===== config.mk =====
export PLATFORM = sky130hd
export DESIGN_NAME = lvt_timer
export DESIGN_NICKNAME = d
export VERILOG_FILES = /design/src/rtl/lvt_timer_pkg.sv /design/src/rtl/lvt_timer_regs.sv /design/src/rtl/lvt_timer_counter.sv /design/src/rtl/lvt_timer_request.sv /design/src/rtl/lvt_timer.sv
export SDC_FILE = /design/constraint.sdc
export NUM_CORES = 1
export LEC_CHECK = 0
export ABC_AREA = 1
export CAP_MARGIN = 20
export CORE_MARGIN = 2
export CORE_UTILIZATION = 50
export CTS_CLUSTER_SIZE = 28
export DETAILED_ROUTE_END_ITERATION = 10
export PLACE_DENSITY = 0.72
export SYNTH_ARGS = -nofsm -noshare
export SYNTH_HDL_FRONTEND = slang
export SYNTH_SLANG_ARGS = --single-unit

===== constraint.sdc =====
create_clock -name clk -period 3.4 [get_ports clk]
set_input_delay 0.68 -clock clk [delete_from_list [all_inputs] [get_ports clk]]
set_output_delay 0.68 -clock clk [all_outputs]
set_load 0.1 [all_outputs]

===== src/rtl/lvt_timer_pkg.sv =====
// Package: field positions of the timer configuration word and register
// selects shared by the timer, its submodules, checker and bench.
package lvt_timer_pkg;

    localparam int CFG_W      = 32;
    localparam int SEL_W      = 2;
    localparam int VEC_LSB    = 0;
    localparam int VEC_W      = 8;
    localparam int MODE_LSB   = 8;
    localparam int MODE_W     = 3;
    localparam int POL_BIT    = 13;
    localparam int TRIG_BIT   = 15;
    localparam int MASK_BIT   = 16;
    localparam int PER_BIT    = 17;

    // Bits that hold state; every other bit reads back as zero.
    localparam logic [CFG_W-1:0] CFG_KEEP =
        (((CFG_W)'(1) << VEC_W) - 1) << VEC_LSB |
        (((CFG_W)'(1) << MODE_W) - 1) << MODE_LSB |
        (CFG_W)'(1) << POL_BIT |
        (CFG_W)'(1) << TRIG_BIT |
        (CFG_W)'(1) << MASK_BIT |
        (CFG_W)'(1) << PER_BIT;

    localparam logic [CFG_W-1:0] CFG_RESET = (CFG_W)'(1) << MASK_BIT;

    typedef enum logic [SEL_W-1:0] {
        SEL_CFG   = 2'd0,
        SEL_START = 2'd1,
        SEL_LIVE  = 2'd2,
        SEL_RSVD  = 2'd3
    } reg_sel_e;

endpackage


===== src/rtl/lvt_timer_regs.sv =====
// lvt_timer_regs: holds the configuration word and the start value,
// decodes writes, and muxes read data. Assumes CNT_W <= CFG_W; the live
// count is supplied by the counter and is never written here.
module lvt_timer_regs
    import lvt_timer_pkg::*;
#(
    parameter int CNT_W = 32
) (
    input  logic             clk,
    input  logic             rst_n,
    input  logic             wr_en,
    input  logic [SEL_W-1:0] sel,
    input  logic [CFG_W-1:0] wdata,
    input  logic [CNT_W-1:0] live_count,
    output logic [CFG_W-1:0] rdata,
    output logic [CNT_W-1:0] start_q,
    output logic             start_wr,
    output logic [VEC_W-1:0] f_vector,
    output logic [MODE_W-1:0] f_mode,
    output logic             f_level,
    output logic             f_mask,
    output logic             f_periodic
);

    logic [CFG_W-1:0] cfg_q;
    logic [CFG_W-1:0] start_ext;
    logic [CFG_W-1:0] live_ext;

    // Decode a write to the start-value select.
    assign start_wr = wr_en && (sel == SEL_START);

    // Configuration word storage; only kept bits take the write.
    always_ff @(posedge clk) begin
        if (!rst_n) begin
            cfg_q <= CFG_RESET;
        end else if (wr_en && (sel == SEL_CFG)) begin
            cfg_q <= wdata & CFG_KEEP;
        end
    end

    // Start value storage.
    always_ff @(posedge clk) begin
        if (!rst_n) begin
            start_q <= '0;
        end else if (start_wr) begin
            start_q <= wdata[CNT_W-1:0];
        end
    end

    // Zero-extend counter-width values onto the register width.
    generate
        if (CNT_W == CFG_W) begin : g_full
            assign start_ext = start_q;
            assign live_ext  = live_count;
        end else begin : g_ext
            assign start_ext = {{(CFG_W-CNT_W){1'b0}}, start_q};
            assign live_ext  = {{(CFG_W-CNT_W){1'b0}}, live_count};
        end
    endgenerate

    // Read mux over the four selects.
    always_comb begin
        case (sel)
            SEL_CFG:   rdata = cfg_q;
            SEL_START: rdata = start_ext;
            SEL_LIVE:  rdata = live_ext;
            default:   rdata = '0;
        endcase
    end

    // Field extraction for the counter and the request stage.
    assign f_vector   = cfg_q[VEC_LSB +: VEC_W];
    assign f_mode     = cfg_q[MODE_LSB +: MODE_W];
    assign f_level    = cfg_q[TRIG_BIT];
    assign f_mask     = cfg_q[MASK_BIT];
    assign f_periodic = cfg_q[PER_BIT];

endmodule


===== src/rtl/lvt_timer_counter.sv =====
// lvt_timer_counter: the down counter. A load has priority over counting;
// a tick at count one is the expiry, after which the counter reloads
// (periodic) or parks at zero. A count of zero is idle.
module lvt_timer_counter #(
    parameter int CNT_W = 32
) (
    input  logic             clk,
    input  logic             rst_n,
    input  logic             tick,
    input  logic             load,
    input  logic [CNT_W-1:0] load_val,
    input  logic             periodic,
    input  logic [CNT_W-1:0] reload_val,
    output logic [CNT_W-1:0] count,
    output logic             expire
);

    localparam logic [CNT_W-1:0] ONE = CNT_W'(1);

    // Expiry: a tick on the last count, not overridden by a load.
    assign expire = tick && !load && (count == ONE);

    // Count state: load, expiry handling, or decrement.
    always_ff @(posedge clk) begin
        if (!rst_n) begin
            count <= '0;
        end else if (load) begin
            count <= load_val;
        end else if (expire) begin
            count <= periodic ? reload_val : '0;
        end else if (tick && (count != '0)) begin
            count <= count - ONE;
        end
    end

endmodule


===== src/rtl/lvt_timer_request.sv =====
// lvt_timer_request: turns an unmasked expiry into a registered one-cycle
// request. The fields are captured from the configuration word in force
// during the expiry cycle and are meaningful only while valid is high.
module lvt_timer_request
    import lvt_timer_pkg::*;
(
    input  logic              clk,
    input  logic              rst_n,
    input  logic              expire,
    input  logic              mask,
    input  logic [VEC_W-1:0]  vector_in,
    input  logic [MODE_W-1:0] mode_in,
    input  logic              level_in,
    output logic              valid,
    output logic [VEC_W-1:0]  vector,
    output logic [MODE_W-1:0] mode,
    output logic              level
);

    logic fire;

    assign fire = expire && !mask;

    // Request pulse.
    always_ff @(posedge clk) begin
        if (!rst_n) valid <= 1'b0;
        else        valid <= fire;
    end

    // Capture the request fields on each unmasked expiry.
    always_ff @(posedge clk) begin
        if (!rst_n) begin
            vector <= '0;
            mode   <= '0;
            level  <= 1'b0;
        end else if (fire) begin
            vector <= vector_in;
            mode   <= mode_in;
            level  <= level_in;
        end
    end

endmodule


===== src/rtl/lvt_timer.sv =====
// lvt_timer: local interrupt countdown timer. It connects the register
// file, the down counter and the request stage. Assumes tick is
// synchronous to clk and that CNT_W does not exceed the register width.
module lvt_timer
    import lvt_timer_pkg::*;
#(
    parameter int CNT_W = 32
) (
    input  logic        clk,
    input  logic        rst_n,
    input  logic        tick,
    input  logic        reg_wr,
    input  logic [1:0]  reg_addr,
    input  logic [31:0] reg_wdata,
    output logic [31:0] reg_rdata,
    output logic        irq_valid,
    output logic [7:0]  irq_vector,
    output logic [2:0]  irq_mode,
    output logic        irq_level
);

    logic [CNT_W-1:0]  cur_count;
    logic [CNT_W-1:0]  start_q;
    logic              start_wr;
    logic [VEC_W-1:0]  cfg_vector;
    logic [MODE_W-1:0] cfg_mode;
    logic              cfg_level;
    logic              cfg_mask;
    logic              cfg_periodic;
    logic              expire;

    lvt_timer_regs #(.CNT_W(CNT_W)) u_regs (
        .clk        (clk),
        .rst_n      (rst_n),
        .wr_en      (reg_wr),
        .sel        (reg_addr),
        .wdata      (reg_wdata),
        .live_count (cur_count),
        .rdata      (reg_rdata),
        .start_q    (start_q),
        .start_wr   (start_wr),
        .f_vector   (cfg_vector),
        .f_mode     (cfg_mode),
        .f_level    (cfg_level),
        .f_mask     (cfg_mask),
        .f_periodic (cfg_periodic)
    );

    lvt_timer_counter #(.CNT_W(CNT_W)) u_count (
        .clk        (clk),
        .rst_n      (rst_n),
        .tick       (tick),
        .load       (start_wr),
        .load_val   (reg_wdata[CNT_W-1:0]),
        .periodic   (cfg_periodic),
        .reload_val (start_q),
        .count      (cur_count),
        .expire     (expire)
    );

    lvt_timer_request u_req (
        .clk       (clk),
        .rst_n     (rst_n),
        .expire    (expire),
        .mask      (cfg_mask),
        .vector_in (cfg_vector),
        .mode_in   (cfg_mode),
        .level_in  (cfg_level),
        .valid     (irq_valid),
        .vector    (irq_vector),
        .mode      (irq_mode),
        .level     (irq_level)
    );

endmodule


==> metrics.txt <==
die height=111 microns; Worst Setup SP=reg_addr[1]; row count=39; largest net degree at the start of global routing=52; RSZ-0062 raised after global routing=no; maximum root-to-sink buffer count=2; critical path arrival=2.36 ns; syn avg cell area=6.06 sq um; initial core utilization=50.7%; wire per inst=between 15 and 20 microns; setup slack, reg-to-reg=0.86 ns; Root Driver=clkbuf_16; syn nets=983; count of cell types in the netlist=29; initial drt markers=676; Max Cap Viol=0; post-synthesis cell type with the largest combined area=dfxtp_1; CTS-repair resized insts=0; antenna cells=0; Core ar.=around 11000 sq um; TritonCTS clock tree=built; commonest cells after routing, fill and taps aside=277 x nand2_1, 154 x nor2_1, 110 x nand3_1, 92 x dfxtp_1, 79 x inv_1; Post-CTS Hold Fix Bufs=0; initial antenna violation count=0; GR Util All Layers=32.5%; RR Startpoint=u_count.count[0]; crit share post-route=89.5%; post-synth top area share=about a third; Worst Tran Pin Value=1.08 ns; hold path start=u_regs.start_q[6]; Detailed Routing Iterations Pass 1=5; Leakage=roughly 3.2 nW; mapped cell area=5710 sq um; top-level I/O count=83; die area=12300 sq um; post-route cell area=7280 sq um; CP Capture Type=primary output; Post-Route WL=about 20000 microns; number of vias per cell=5.56; Max H-tree Level=3; total area of sequential cells=roughly 1800 sq um; power per cell area=between 400 and 500 nW/um^2; Final Critical Period=3.04 ns; CP Data Required Time=between 2 and 3 ns; worst skew pair latency=0.36 ns; f_max=329 MHz; Worst Setup Start Kind=input pin; clk sinks=92; layout cell share with drive strength beyond 1=10.9%; hpwl dp=14000 microns; vias in the first global route=5867; number of buffers created by CTS=9; Tightest Hold Check Type=reg -> reg; number of I/O port buffers=82; gate count of the mapped netlist=943; sequential fraction of the synthesis area=32.3%; ANT nets after route=0; hold_ws=between 0.4 and 0.5 ns; Reg clk slew, reported paths=approximately 0.070 ns; placed cell area=around 6900 sq um; CP Max Fanout=32; area grow syn2layout=27.5%; Synth Warn #=0; Post-CTS Setup Repair Bufs=0; DR DRC count=0; GRT overflow=0; Peak supply drop=272 uV; Area contributors post-synth=dfxtp_1 32%, nand2_1 18%, nor2_1 10%; WS Path Type=in -> out; # fillers=just over 1000; Final Hold Vio Count=0; most common library cell in the layout ignoring fill and taps=nand2_1; first-pass GRT wire length=31900 microns; routed vias=6383; Clock Skew=a little over 0.007 ns; max_slew headroom=27.8%; run status=complete, no violations; Max Slew Vio Count=0; die width=roughly 110 microns; Multi-input gate area=3340 sq um; Placer Congestion=0.959; Post-layout nets=1041; Seq cells post-synth=92; setup violators final=0
-- power breakdown --
part           internal (mW)  switching [mW]  leakage [nW]  total (mW)
clock network          0.733           0.493         0.173        1.23
registers               1.14          0.0606         0.753        1.20
logic                  0.293           0.612          2.30       0.906
-- sequential cells by signal, indices dropped and copies added (netlist names) --
name and count:
u_regs.cfg_q 15, u_req.vector 8, u_count.count 32, u_req.valid 1
u_req.level 1, u_regs.start_q 32, u_req.mode 3
-- routing by layer --
| metal | share of wire (%) | global-route usage (%) | vias up | wire length (microns) |
|---|---|---|---|---|
| li1 | - | - | 3127 | - |
| met1 | 47 | 49.8 | 2926 | 9300 |
| met2 | 41 | 44.4 | 300 | 8080 |
| met3 | 9.7 | 7.60 | 30 | 1910 |
| met4 | 2.1 | 10.3 | 0 | 420 |
| met5 | 0 | 0 | - | 0 |
-- cell usage after synthesis, drive strengths merged --
library cell	n
a21oi	67
buf	20
nand2	285
o211ai	15
o221ai	1
clkbuf	31
dfxtp	92
xor2	7
nor2	164
nand4	10
o21ai	41
o21a	12
nand3	112
or2	1
ha	2
inv	83
-- worst paths after layout --
path	cells past startpoint	end
max	5	reg_rdata[10]
min	2	u_regs.start_q[6]
max reg2reg	12	u_count.count[12]
min reg2reg	2	u_regs.start_q[6]
-- cell type report --
type | instances | share of cell area [%]
multi-input combinational | 717 | 45.9
sequential | 92 | 25.3
timing repair buffer | 98 | 17.2
inverter | 83 | 4.28
clock buffer | 9 | 3.09
tap | 143 | 2.46
clock inverter | 7 | 1.75
-- worst max-delay path, stage by stage --
cell	delay [ns]
clkdlybuf4s50_1	0.49
inv_2	0.12
or2_4	0.45
o211ai_1	0.39
buf_12	0.22
-- logic make-up after synthesis --
group | share of synthesized area, %
AO/OA/AOI/OAI | 13.8
XOR/XNOR | 1.07
adder cells (fa/ha/maj) | 0.438
buffers and inverters | 9.88
flip-flops | 32.3
AND/OR/NAND/NOR | 42.5
-- metrics by stage --
| step | setup WS, ns | power (mW) | util (%) | setup TNS (ns) | std cells |
|---|---|---|---|---|---|
| detailed placement | 0.374 | 2.11 | 61.5 | 0 | 1133 |
| CTS | 0.374 | 3.32 | 64.6 | 0 | 1149 |
| floorplan | -0.0771 | 1.82 | - | -0.666 | 943 |
| global route | 0.292 | 3.47 | 64.6 | 0 | 1149 |
| finish | 0.356 | 3.33 | 64.6 | 0 | 1149 |
| global placement | 0.340 | 2.11 | 61.5 | 0 | 1133 |
Note: power is estimated with default switching activity, not from simulation.
